File: config.mk
export PLATFORM = sky130hd
export DESIGN_NAME = mbx_req_seq
export DESIGN_NICKNAME = d
export VERILOG_FILES = /design/src/rtl/mbx_pkg.sv /design/src/rtl/mbx_bus_port.sv /design/src/rtl/mbx_timer.sv /design/src/rtl/mbx_req_seq.sv
export SDC_FILE = /design/constraint.sdc
export NUM_CORES = 1
export LEC_CHECK = 0
export ABC_AREA = 1
export BUFFER_PORTS_ARGS = -buffer_cell sky130_fd_sc_hd__buf_2
export CORE_MARGIN = 5
export CORE_UTILIZATION = 52
export CTS_CLUSTER_SIZE = 8
export DETAILED_ROUTE_END_ITERATION = 8
export GPL_TIMING_DRIVEN = 0
export MAX_ROUTING_LAYER = met4
export PLACE_DENSITY_LB_ADDON = 0.12
export SLEW_MARGIN = 15
export SYNTH_ARGS = -nofsm -noshare
export SYNTH_HDL_FRONTEND = slang
export SYNTH_SLANG_ARGS = --single-unit
File: constraint.sdc
create_clock -name clk -period 2.8 [get_ports clk]
set_clock_uncertainty 0.1 [all_clocks]
set_input_delay 0.28 -clock clk [delete_from_list [all_inputs] [get_ports clk]]
set_output_delay 0.28 -clock clk [all_outputs]
set_load 0.01 [all_outputs]
File: src/rtl/mbx_pkg.sv
package mbx_pkg;

  typedef enum logic [1:0] {
    SEL_STAT = 2'd0,
    SEL_CTRL = 2'd1,
    SEL_WMB  = 2'd2,
    SEL_RMB  = 2'd3
  } sel_e;

  localparam int ST_BUSY_BIT  = 0;
  localparam int ST_ERR_BIT   = 2;
  localparam int ST_RDY_BIT   = 31;
  localparam int CT_ABORT_BIT = 0;
  localparam int CT_GO_BIT    = 31;
  localparam int LEN_W        = 18;

  localparam logic signed [31:0] RC_EIO    = -32'sd5;
  localparam logic signed [31:0] RC_EBUSY  = -32'sd16;
  localparam logic signed [31:0] RC_EINVAL = -32'sd22;

  typedef enum logic [4:0] {
    S_IDLE, S_CHK, S_H1, S_H2, S_PL, S_GO, S_POLL, S_PWAIT,
    S_RH1, S_AH1, S_RH2, S_AH2, S_RDAT, S_RCHK, S_ADAT, S_FIN,
    S_ABW, S_AWAIT, S_ABR
  } st_e;

endpackage

File: src/rtl/mbx_bus_port.sv
module mbx_bus_port (
  input  logic        clk,
  input  logic        rst,
  input  logic        issue,
  input  logic        acc_we,
  input  logic [1:0]  acc_sel,
  input  logic [31:0] acc_wdata,
  output logic        acc_done,
  output logic [31:0] acc_rdata,
  output logic        bus_req,
  output logic        bus_we,
  output logic [1:0]  bus_sel,
  output logic [31:0] bus_wdata,
  input  logic        bus_ack,
  input  logic [31:0] bus_rdata
);

  always_ff @(posedge clk) begin
    if (rst) begin
      bus_req   <= 1'b0;
      bus_we    <= 1'b0;
      bus_sel   <= 2'd0;
      bus_wdata <= '0;
      acc_done  <= 1'b0;
      acc_rdata <= '0;
    end else begin
      acc_done <= 1'b0;
      if (issue) begin
        bus_req   <= 1'b1;
        bus_we    <= acc_we;
        bus_sel   <= acc_sel;
        bus_wdata <= acc_wdata;
      end else if (bus_req && bus_ack) begin
        bus_req   <= 1'b0;
        acc_done  <= 1'b1;
        acc_rdata <= bus_rdata;
      end
    end
  end


  req_hold_chk: assert property (@(posedge clk) disable iff (rst)
    (bus_req && !bus_ack) |=> (bus_req && $stable(bus_sel) && $stable(bus_we) && $stable(bus_wdata)));


  no_overlap_chk: assert property (@(posedge clk) disable iff (rst)
    issue |-> !bus_req);

endmodule

File: src/rtl/mbx_timer.sv
module mbx_timer #(
  parameter int TIMEOUT_CYC = 1024
) (
  input  logic clk,
  input  logic rst,
  input  logic dl_clr,
  input  logic gap_load,
  output logic expired,
  output logic gap_done
);

  localparam int GAP = ((TIMEOUT_CYC >> 7) > 0) ? (TIMEOUT_CYC >> 7) : 1;
  localparam int CW  = $clog2(TIMEOUT_CYC + 1);
  localparam int GW  = $clog2(GAP + 1);

  logic [CW-1:0] dl_cnt;
  logic [GW-1:0] gap_cnt;

  assign expired  = (dl_cnt == CW'(TIMEOUT_CYC));
  assign gap_done = (gap_cnt == '0) && !gap_load;

  always_ff @(posedge clk) begin
    if (rst) begin
      dl_cnt  <= '0;
      gap_cnt <= '0;
    end else begin
      if (dl_clr)
        dl_cnt <= '0;
      else if (!expired)
        dl_cnt <= dl_cnt + 1'b1;
      if (gap_load)
        gap_cnt <= GW'(GAP);
      else if (gap_cnt != '0)
        gap_cnt <= gap_cnt - 1'b1;
    end
  end


  tmo_sat_chk: assert property (@(posedge clk) disable iff (rst)
    (expired && !dl_clr) |=> expired);

endmodule

File: src/rtl/mbx_req_seq.sv
module mbx_req_seq
  import mbx_pkg::*;
#(
  parameter int BYTES_W     = 16,
  parameter int TIMEOUT_CYC = 1024,
  localparam int IDX_W      = BYTES_W - 2
) (
  input  logic                clk,
  input  logic                rst,
  input  logic                start,
  input  logic [15:0]         task_vid,
  input  logic [7:0]          task_type,
  input  logic [BYTES_W-1:0]  task_req_bytes,
  input  logic [BYTES_W-1:0]  task_rsp_bytes,
  output logic [IDX_W-1:0]    req_idx,
  input  logic [31:0]         req_word,
  output logic                rsp_we,
  output logic [IDX_W-1:0]    rsp_idx,
  output logic [31:0]         rsp_word,
  output logic                done,
  output logic signed [31:0]  result,
  output logic                bus_req,
  output logic                bus_we,
  output logic [1:0]          bus_sel,
  output logic [31:0]         bus_wdata,
  input  logic                bus_ack,
  input  logic [31:0]         bus_rdata
);

  st_e               state;
  logic              pend, dead, dl_clr, gap_load, expired, gap_done;
  logic              issue, in_acc, acc_we, acc_done;
  sel_e              acc_sel;
  logic [31:0]       acc_wdata, rd;
  logic [15:0]       vid_q;
  logic [7:0]        type_q;
  logic [IDX_W-1:0]  req_dw_q, cap_dw_q, pl_i;
  logic [LEN_W-1:0]  len_q, rem_q, keep_q, rx_i, rem_n;
  logic signed [31:0] err_code;
  logic              args_ok;

  assign args_ok = (task_req_bytes[1:0] == 2'b00) && (task_rsp_bytes >= BYTES_W'(4));
  assign req_idx = pl_i;
  assign rem_n   = len_q - LEN_W'(2);

  always_comb begin
    in_acc    = 1'b1;
    acc_we    = 1'b0;
    acc_sel   = SEL_STAT;
    acc_wdata = '0;
    case (state)
      S_CHK, S_POLL, S_RCHK, S_FIN, S_ABR: acc_sel = SEL_STAT;
      S_H1:   begin acc_we = 1'b1; acc_sel = SEL_WMB; acc_wdata = {8'h00, type_q, vid_q}; end
      S_H2:   begin acc_we = 1'b1; acc_sel = SEL_WMB; acc_wdata = 32'(req_dw_q) + 32'd2; end
      S_PL:   begin acc_we = 1'b1; acc_sel = SEL_WMB; acc_wdata = req_word; end
      S_GO:   begin acc_we = 1'b1; acc_sel = SEL_CTRL; acc_wdata = 32'd1 << CT_GO_BIT; end
      S_RH1, S_RH2, S_RDAT: acc_sel = SEL_RMB;
      S_AH1, S_AH2, S_ADAT: begin acc_we = 1'b1; acc_sel = SEL_RMB; end
      S_ABW:  begin acc_we = 1'b1; acc_sel = SEL_CTRL; acc_wdata = 32'd1 << CT_ABORT_BIT; end
      default: in_acc = 1'b0;
    endcase
  end

  assign issue = in_acc && !pend;

  mbx_bus_port u_port (
    .clk(clk), .rst(rst), .issue(issue), .acc_we(acc_we), .acc_sel(acc_sel),
    .acc_wdata(acc_wdata), .acc_done(acc_done), .acc_rdata(rd),
    .bus_req(bus_req), .bus_we(bus_we), .bus_sel(bus_sel), .bus_wdata(bus_wdata),
    .bus_ack(bus_ack), .bus_rdata(bus_rdata)
  );

  mbx_timer #(.TIMEOUT_CYC(TIMEOUT_CYC)) u_tmr (
    .clk(clk), .rst(rst), .dl_clr(dl_clr), .gap_load(gap_load),
    .expired(expired), .gap_done(gap_done)
  );

  always_ff @(posedge clk) begin
    if (rst) begin
      state    <= S_IDLE;
      pend     <= 1'b0;
      dead     <= 1'b0;
      done     <= 1'b0;
      result   <= '0;
      rsp_we   <= 1'b0;
      rsp_idx  <= '0;
      rsp_word <= '0;
      dl_clr   <= 1'b0;
      gap_load <= 1'b0;
      vid_q    <= '0;
      type_q   <= '0;
      req_dw_q <= '0;
      cap_dw_q <= '0;
      pl_i     <= '0;
      len_q    <= '0;
      rem_q    <= '0;
      keep_q   <= '0;
      rx_i     <= '0;
      err_code <= '0;
    end else begin
      done     <= 1'b0;
      rsp_we   <= 1'b0;
      dl_clr   <= 1'b0;
      gap_load <= 1'b0;
      if (issue)    pend <= 1'b1;
      if (acc_done) pend <= 1'b0;
      case (state)
        S_IDLE: if (start) begin
          if (!args_ok) begin
            done <= 1'b1; result <= RC_EINVAL;
          end else if (dead) begin
            done <= 1'b1; result <= RC_EIO;
          end else begin
            vid_q    <= task_vid;
            type_q   <= task_type;
            req_dw_q <= task_req_bytes[BYTES_W-1:2];
            cap_dw_q <= task_rsp_bytes[BYTES_W-1:2];
            pl_i     <= '0;
            state    <= S_CHK;
          end
        end
        S_CHK: if (acc_done) begin
          if (rd[ST_BUSY_BIT]) begin
            err_code <= RC_EBUSY; state <= S_ABW;
          end else if (rd[ST_ERR_BIT]) begin
            err_code <= RC_EIO; state <= S_ABW;
          end else state <= S_H1;
        end
        S_H1: if (acc_done) state <= S_H2;
        S_H2: if (acc_done) state <= (req_dw_q == '0) ? S_GO : S_PL;
        S_PL: if (acc_done) begin
          pl_i <= pl_i + 1'b1;
          if (pl_i == req_dw_q - 1'b1) state <= S_GO;
        end
        S_GO: if (acc_done) begin
          dl_clr <= 1'b1; state <= S_POLL;
        end
        S_POLL: if (acc_done) begin
          if (rd[ST_ERR_BIT]) begin
            err_code <= RC_EIO; state <= S_ABW;
          end else if (rd[ST_RDY_BIT]) state <= S_RH1;
          else if (expired) begin
            err_code <= RC_EIO; state <= S_ABW;
          end else begin
            gap_load <= 1'b1; state <= S_PWAIT;
          end
        end
        S_PWAIT: if (gap_done) state <= S_POLL;
        S_RH1: if (acc_done) begin
          if (rd[23:0] == {type_q, vid_q}) state <= S_AH1;
          else begin
            err_code <= RC_EIO; state <= S_ABW;
          end
        end
        S_AH1: if (acc_done) state <= S_RH2;
        S_RH2: if (acc_done) begin
          len_q <= rd[LEN_W-1:0]; state <= S_AH2;
        end
        S_AH2: if (acc_done) begin
          if (len_q < LEN_W'(2)) begin
            err_code <= RC_EIO; state <= S_ABW;
          end else begin
            rem_q  <= rem_n;
            keep_q <= (rem_n > LEN_W'(cap_dw_q)) ? LEN_W'(cap_dw_q) : rem_n;
            rx_i   <= '0;
            state  <= (rem_n == '0) ? S_FIN : S_RDAT;
          end
        end
        S_RDAT: if (acc_done) begin
          if (rx_i < keep_q) begin
            rsp_we   <= 1'b1;
            rsp_idx  <= IDX_W'(rx_i);
            rsp_word <= rd;
            state    <= (rx_i == keep_q - 1'b1) ? S_RCHK : S_ADAT;
          end else state <= S_ADAT;
        end
        S_RCHK: if (acc_done) begin
          if (rd[ST_RDY_BIT]) state <= S_ADAT;
          else begin
            err_code <= RC_EIO; state <= S_ABW;
          end
        end
        S_ADAT: if (acc_done) begin
          if (rx_i == rem_q - 1'b1) state <= S_FIN;
          else begin
            rx_i <= rx_i + 1'b1; state <= S_RDAT;
          end
        end
        S_FIN: if (acc_done) begin
          if (rd[ST_ERR_BIT]) begin
            err_code <= RC_EIO; state <= S_ABW;
          end else begin
            done <= 1'b1; result <= 32'(keep_q) <<< 2; state <= S_IDLE;
          end
        end
        S_ABW: if (acc_done) begin
          dl_clr <= 1'b1; gap_load <= 1'b1; state <= S_AWAIT;
        end
        S_AWAIT: if (gap_done) state <= S_ABR;
        S_ABR: if (acc_done) begin
          if (!rd[ST_BUSY_BIT] && !rd[ST_ERR_BIT]) begin
            done <= 1'b1; result <= err_code; state <= S_IDLE;
          end else if (expired) begin
            dead <= 1'b1; done <= 1'b1; result <= err_code; state <= S_IDLE;
          end else begin
            gap_load <= 1'b1; state <= S_AWAIT;
          end
        end
        default: state <= S_IDLE;
      endcase
    end
  end


  done_pulse_chk: assert property (@(posedge clk) disable iff (rst)
    done |=> !done);


  dead_sticky_chk: assert property (@(posedge clk) disable iff (rst)
    dead |=> dead);


  store_bound_chk: assert property (@(posedge clk) disable iff (rst)
    rsp_we |-> (32'(rsp_idx) < 32'(cap_dw_q)));


  inval_fast_chk: assert property (@(posedge clk) disable iff (rst)
    (state == S_IDLE && start && !args_ok) |=> (done && result == RC_EINVAL && !bus_req));


  dead_fast_chk: assert property (@(posedge clk) disable iff (rst)
    (state == S_IDLE && start && args_ok && dead) |=> (done && result == RC_EIO && !bus_req));

endmodule

==> key figures, run 1 <==
Placement
  • Post-Place Worst Slack: -0.9391 ns
  • Final Wtd Congestion: 0.9740
  • Number of port buffers: 250
  • Placed insts: 3326
  • DP Wirelength: 49640 microns

Flow run
  • Max-cap violation count: 0

Pwr
  • Leakage: 9.900 nW
  • Power Density: 549.7 nW/um^2
  • Maximum vdd drop: 0.5194 mV

STA
  • Slew Limit Fails: 0
  • Slew @ Worst Pin: 0.9980 ns
  • Slew Limit Headroom: 0.3346
  • Fin. Hold Viols: 0
  • Fin worst setup slack: -0.1244 ns
  • Final period util: 1.044
  • RSZ-0062 raised after global routing: yes
  • Fin crit period: 2.924 ns
  • Max Clk Rate: 341.9 MHz
  • Setup Viol. Count Final: 14

Clocking
  • Total CTS buffers: 49
  • Root buf cell: clkbuf_16
  • Clock slew at reported path FFs: 0.05 ns
  • Worst-Skew Late Latency: 0.61 ns
  • H-tree depth: 2
  • Max clock buf depth: 3
  • TritonCTS clock tree: done
  • Clock Sinks: 343

GRT
  • Initial antenna violation count: 2
  • GRT Total Usage: 0.3473
  • Vias in the first global route: 19290
  • Largest net degree at the start of global routing: 15
  • First-pass GRT wire length: 104000 microns
  • Overflow after GRT: 0

Setup path
  • WP data required: 3.18 ns
  • Worst reg2reg path depth: 20
  • WS Path Type: flop to flop
  • Critical R2R Launch: len_q[1]
  • FF-to-FF End: keep_q[12]
  • CP startpoint kind: flop
  • Max FO, Critical Path: 5
  • CP Data Arrival Time: 3.31 ns
  • Critical path capture point type: flop
  • R2r setup slk: -0.12 ns

Yosys
  • Synth unique cells: 48
  • Synth Net Count: 2796
  • Synthesis-stage register bit count: 343
  • Mapped Cells: 2628
  • Yosys warnings: 0
  • Sequential share of the synthesized area: 0.3855
  • Avg Inst Size Synth: 6.778 sq um
  • Cell Area, Synth: 17810 sq um

Cells and area
  • P&R area growth vs syn: 27.35%
  • Non-filler instance count after layout: 3514
  • Layout cell share with drive strength beyond 1: 0.1707
  • Nets@finish: 3227
  • Fill cells: 2978

Routing
  • DRC viols: 0
  • Vias: 19750
  • Post-Route WL: 66570 microns
  • M1 wire length: 27270 microns
  • DR top layer: met4
  • Drt first-iter violations: 1564
  • DR vias/cell: 5.621
  • ANT nets after route: 0
  • Number of iterations in the first detailed-routing pass: 5
  • WL per Instance: 18.94 microns
  • Routed wl met2: 31480 microns
  • Met3 routed WL: 4882 microns

Floorplan
  • # rows: 67
  • Core area: 33700 sq um
  • Die extent in y: 195.1 microns
  • IO Count: 254
  • Die X: 195.1 microns
  • Die area: 38060 sq um
  • Starting Density: 0.5286

Run status
  • Failing checks: negative setup slack
  • Status: finished with violations

Worst hold path
  • Worst hold stages: 5
  • Hold Crit Class: input port to flop
  • Hold Path Sink: u_port.bus_wdata[23]
  • Hold_sp: req_word[23]
[metal layers]
metal,up-vias,GRT usage
met5,-,-
met1,9315,0.4263
met4,0,0.1381
li1,9388,-
met2,856,0.5742
met3,194,0.05669
[cell usage in the layout, fill, tap and decap left out, drive strengths merged, types with 44 or more instances in the layout]
| cell type | Yosys | layout |
|---|---|---|
| nand2 | 558 | 558 |
| nor2 | 349 | 349 |
| dfxtp | 343 | 343 |
| inv | 317 | 317 |
| buf | 29 | 306 |
| a21oi | 266 | 266 |
| o21ai | 239 | 239 |
| nand3 | 143 | 144 |
| clkbuf | 92 | 140 |
| dlygate4sd3 | 0 | 106 |
| xor2 | 52 | 52 |
| ha | 44 | 44 |
[critical path: stages, from the launching register on]
cell and delay, ns:
dfxtp_4 0.36, inv_6 0.07, ha_4 0.15, nand3_4 0.13
nor2_4 0.16, nand2_4 0.08, xor2_4 0.25, ha_4 0.25
a21oi_2 0.13, nor2_1 0.05, nor2_1 0.11, o2111ai_2 0.11
nand2_1 0.08, nand2_1 0.06, nand2_2 0.12, nand3_4 0.12
buf_6 0.18, nand2_2 0.06, nand3_2 0.09, nand2_2 0.11
inv_1 0.04
[metrics by stage]
stage | hold slack [ns] | utilization | TNS, ns | total power, mW | area, sq um
floorplan | 0.3256 | - | 0 | 6.403 | 17810
global placement | 0.3320 | 0.5823 | -55.31 | 6.989 | 19620
detailed placement | 0.3347 | 0.5823 | -57.96 | 7.024 | 19620
CTS | 0.001457 | 0.6663 | -0.6341 | 12.45 | 22450
global route | 0.04364 | 0.6731 | -3.025 | 12.94 | 22680
finish | 0.02531 | 0.6731 | -0.9604 | 12.47 | 22680
[flip-flops by register name, indices dropped and copies added (netlist names), 16 cells and up]
register and cells:
u_port.bus_wdata 32, rx_i 18, rsp_word 32, vid_q 16
result 32, u_port.acc_rdata 32, keep_q 18, len_q 18
err_code 32, rem_q 18
[what timing repair did]
action	CTS	global route
setup endpoints to repair	92	173
gates cloned	2	0
setup buffers	15	7
pin swaps	22	29
gates resized for setup	86	70
endpoints found under the hold margin	105	0
hold buffers	106	0
[how the worst max path moves through the flow]
stage | end | depth (start not counted) | slack [ns] | from
floorplan | keep_q[10] | 19 | 0.003 | len_q[1]
global placement | keep_q[10] | 20 | -0.92 | len_q[1]
finish | keep_q[12] | 20 | -0.12 | len_q[1]
CTS | keep_q[5] | 20 | -0.11 | len_q[1]
global route | keep_q[1] | 19 | -0.26 | len_q[1]
detailed placement | keep_q[10] | 19 | -0.94 | len_q[1]
[Yosys cell counts (all sizes together)]
| master | number | area share |
|---|---|---|
| a31oi | 20 | 0.0070 |
| o41ai | 1 | 0.00049 |
| inv | 317 | 0.067 |
| nor3 | 34 | 0.011 |
| and2 | 2 | 0.00070 |
| xor2 | 52 | 0.026 |
| buf | 29 | 0.011 |
| nor2 | 349 | 0.077 |
| clkbuf | 92 | 0.019 |
| a21oi | 266 | 0.077 |
| a22oi | 2 | 0.00084 |
| and3 | 1 | 0.00035 |
| nor4 | 5 | 0.0018 |
| o21ai | 239 | 0.067 |
| o211ai | 12 | 0.0051 |
| a41oi | 16 | 0.0079 |
| o221ai | 5 | 0.0025 |
| nand3b | 12 | 0.0051 |
| or2 | 3 | 0.0011 |
| a211oi | 6 | 0.0032 |
| dfxtp | 343 | 0.39 |
| nand3 | 143 | 0.042 |
| ha | 44 | 0.031 |
| o2111ai | 5 | 0.0025 |
| nand2 | 558 | 0.12 |
| clkinv | 3 | 0.00070 |
| xnor2 | 28 | 0.014 |
| o21bai | 1 | 0.00042 |
| a311oi | 1 | 0.00049 |
| nand4 | 39 | 0.014 |
[power breakdown]
group | internal [mW] | total, mW | switching (mW)
combinational | 0.685 | 1.81 | 1.12
clock | 3.13 | 5.34 | 2.21
sequential | 5.11 | 5.32 | 0.211
total | 8.92 | 12.5 | 3.55
[area by class of cell]
type / instances / area [sq um] / area share
timing repair buffer: 379 / 2489 / 0.1097
clock inverter: 4 / 66.31 / 0.002923
buffer: 121 / 579.3 / 0.02554
antenna: 2 / 5.005 / 0.0002206
inverter: 320 / 1220 / 0.05378
sequential: 343 / 6889 / 0.3037
tap: 448 / 560.5 / 0.02471
multi-input combinational: 1845 / 9627 / 0.4244
clock buffer: 52 / 1247 / 0.05499
[cell families after synthesis]
kind of cell	Yosys count	share of synthesized area
and+or+nand+nor	1146	0.2709
adders and majority gates	44	0.03091
buffers and inverters	441	0.09813
AOI/OAI and AO/OA	574	0.1752
DFF	343	0.3855
xor gates and xnor gates	80	0.03934
No activity file was read; power rests on OpenSTA's default activity.
==> run 2, diff against run 1 <==
--- a/config.mk
+++ b/config.mk
@@ -13,7 +13,7 @@
 export DETAILED_ROUTE_END_ITERATION = 8
 export GPL_TIMING_DRIVEN = 0
 export MAX_ROUTING_LAYER = met4
-export PLACE_DENSITY_LB_ADDON = 0.12
+export PLACE_DENSITY = 0.78
 export SLEW_MARGIN = 15
 export SYNTH_ARGS = -nofsm -noshare
 export SYNTH_HDL_FRONTEND = slang
==> run 2 against run 1 <==
Net effect:
- non-clock buffer count is 15 lower
- power is 1.5% lower
- highest routed layer unchanged
- via count is 0.41% higher
- the flow still finishes with violations (negative setup slack)
- clock power is 3.9% lower
- clock-buffer cell count is 3 lower
- largest power group is now registers
- critical endpoint is now keep_q[8]
- critical path depth is 2 higher
- sequential share of layout area is 0.20 points higher
- worst hold slack worse by 0.016 ns
- final area is 0.85% lower
- sequential power hardly changed
- first-iteration DRC count is 15% higher
==> key figures, run 2 (same netlist as run 1, synthesis figures left out) <==
Floorplan
  • Die area: 38060 sq um
  • # rows: 67
  • Core area: 33700 sq um
  • Die X: 195.1 microns
  • Die extent in y: 195.1 microns
  • Starting Density: 0.5286
  • IO Count: 254

Routing
  • WL per Instance: 19.39 microns
  • DR vias/cell: 5.680
  • Number of iterations in the first detailed-routing pass: 6
  • Vias: 19830
  • ANT nets after route: 0
  • Post-Route WL: 67720 microns
  • Drt first-iter violations: 1798
  • DRC viols: 0

Run status
  • Failing checks: negative setup slack
  • Status: finished with violations

Worst hold path
  • Hold Crit Class: input port to flop
  • Worst hold stages: 5

Cells and area
  • Antenna diode count: 0
  • Commonest cells after routing, fill and taps aside: nand2_1, dfxtp_1, nor2_1
  • Fill cells: 2996
  • Non-filler instance count after layout: 3492
  • P&R area growth vs syn: 26.26%
  • Final Util: 0.6674
  • Nets@finish: 3210
  • Layout cell share with drive strength beyond 1: 0.1672
  • Most common cell after layout, fill and taps aside: nand2_1

STA
  • Slew Limit Fails: 0
  • Slew Limit Headroom: 0.3305
  • Fin Setup TNS: -3.141 ns
  • Fin worst setup slack: -0.2449 ns
  • Slew @ Worst Pin: 1.004 ns
  • Fin. Hold Viols: 0
  • Final period util: 1.087
  • Fin crit period: 3.045 ns
  • RSZ-0062 raised after global routing: yes
  • Setup Viol. Count Final: 20
  • Max Clk Rate: 328.4 MHz

Flow run
  • Max-cap violation count: 0

Placement
  • DP Wirelength: 50630 microns
  • Number of port buffers: 250
  • Post-Place Worst Slack: -0.8023 ns
  • Final Wtd Congestion: 0.9866
  • Placed insts: 3326

Pwr
  • Tot Pwr: 12.28 mW
  • Clock power share: 0.418
  • Power share of the combinational group: 0.148
  • Sw frac: 0.2830
  • Leakage: 9.830 nW
  • Seq pwr share: 0.434
  • Sw Pwr: 3.474 mW
  • Power Density: 546.0 nW/um^2
  • Internal power: 8.804 mW
  • Maximum vdd drop: 0.4149 mV

Clocking
  • Clock slew at reported path FFs: 0.05 ns
  • Root buf cell: clkbuf_16
  • Clock Sinks: 343
  • Max clock buf depth: 3
  • TritonCTS clock tree: done
  • Worst-Skew Late Latency: 0.56 ns
  • H-tree depth: 2
  • Total CTS buffers: 48

Setup path
  • WS Path Type: flop to flop
  • Worst reg2reg path depth: 22
  • CP Data Arrival Time: 3.40 ns
  • CP startpoint kind: flop
  • Max FO, Critical Path: 5
  • WP data required: 3.15 ns
  • Critical path capture point type: flop

GRT
  • Initial antenna violation count: 0
  • GRT Total Usage: 0.3502
  • First-pass GRT wire length: 105200 microns
  • Vias in the first global route: 19490
  • Overflow after GRT: 0
  • Largest net degree at the start of global routing: 14
## run 2: cell count changes in the layout (fill, tap and decap cells not counted), moves of 4 or more
cell,before,now
dlygate4sd3_1,106,94
dfxtp_1,331,338
dfxtp_2,9,4
nand2_1,535,530
buf_4,29,25
nand3_4,5,9
nor2_1,319,323
## run 2: layout make-up
cell class | instances | area (sq um) | share of cell area
Buffer | 121 | 586.8 | 0.02609
Tap cell | 448 | 560.5 | 0.02492
Timing Repair Buffer | 364 | 2362 | 0.1050
Clock inverter | 3 | 45.04 | 0.002003
Multi-Input combinational cell | 1844 | 9642 | 0.4287
Clock buffer | 49 | 1205 | 0.05357
Sequential cell | 343 | 6875 | 0.3057
Inverter | 320 | 1214 | 0.05396
## run 2: path summary, 6_finish.rpt
kind / startpoint / endpoint / slack [ns]
worst min register to register: rsp_word[1] / rsp_word[1] / 0.34
worst min-delay path: req_word[18] / u_port.bus_wdata[18] / 0.009
worst max-delay path: len_q[2] / keep_q[8] / -0.24
worst max register to register: len_q[2] / keep_q[8] / -0.24
## run 2: metrics by stage
step | area (sq um) | hold WS (ns)
4_1_cts | 22320 | 0.0001066
2_1_floorplan | 17810 | 0.3256
5_1_grt | 22490 | 0.01611
3_3_place_gp | 19620 | 0.3298
6_report | 22490 | 0.008888
3_5_place_dp | 19620 | 0.3348
## run 2: repair_timing
item                                    CTS  global route
resized for setup                        97            51
pin swaps                                20            19
buffers inserted                         14             5
endpoints found under the setup margin   83           166
gates cloned                              1             0
hold buffers                             93             1
endpoints found under the hold margin    93             1
## run 2: per-layer routing
| layer | part of all wire | up-vias | global-route usage | routed length, microns |
|---|---|---|---|---|
| li1 | - | 9369 | - | - |
| met1 | 0.40 | 9255 | 0.4200 | 26800 |
| met2 | 0.47 | 985 | 0.5769 | 31520 |
| met3 | 0.083 | 225 | 0.05704 | 5610 |
| met4 | 0.056 | 0 | 0.1671 | 3793 |
| met5 | 0 | - | - | 0 |
## run 2: worst max-delay path: stages (launching register included)
cell,delay (ns)
dfxtp_2,0.34
inv_2,0.08
buf_4,0.11
buf_4,0.10
nand2_1,0.06
nor2_1,0.12
nand2_1,0.10
nor2_4,0.14
nor2_1,0.05
nor2_1,0.18
inv_2,0.10
ha_1,0.20
a21oi_2,0.13
nor2_1,0.06
a211oi_1,0.22
nand2_1,0.09
nand2_2,0.12
nand3_4,0.14
buf_8,0.19
nand2_2,0.09
nand3_4,0.10
nand2_2,0.09
inv_1,0.04
## run 2: power by group through the flow
stage                     logic [mW]  clock network (mW)  registers (mW)
after global placement          1.59                   0            5.40
after floorplan                 1.03                   0            5.38
final                           1.82                5.13            5.33
after detailed placement        1.63                   0            5.41
after global routing            2.02                5.36            5.34
after CTS                       1.76                5.15            5.32
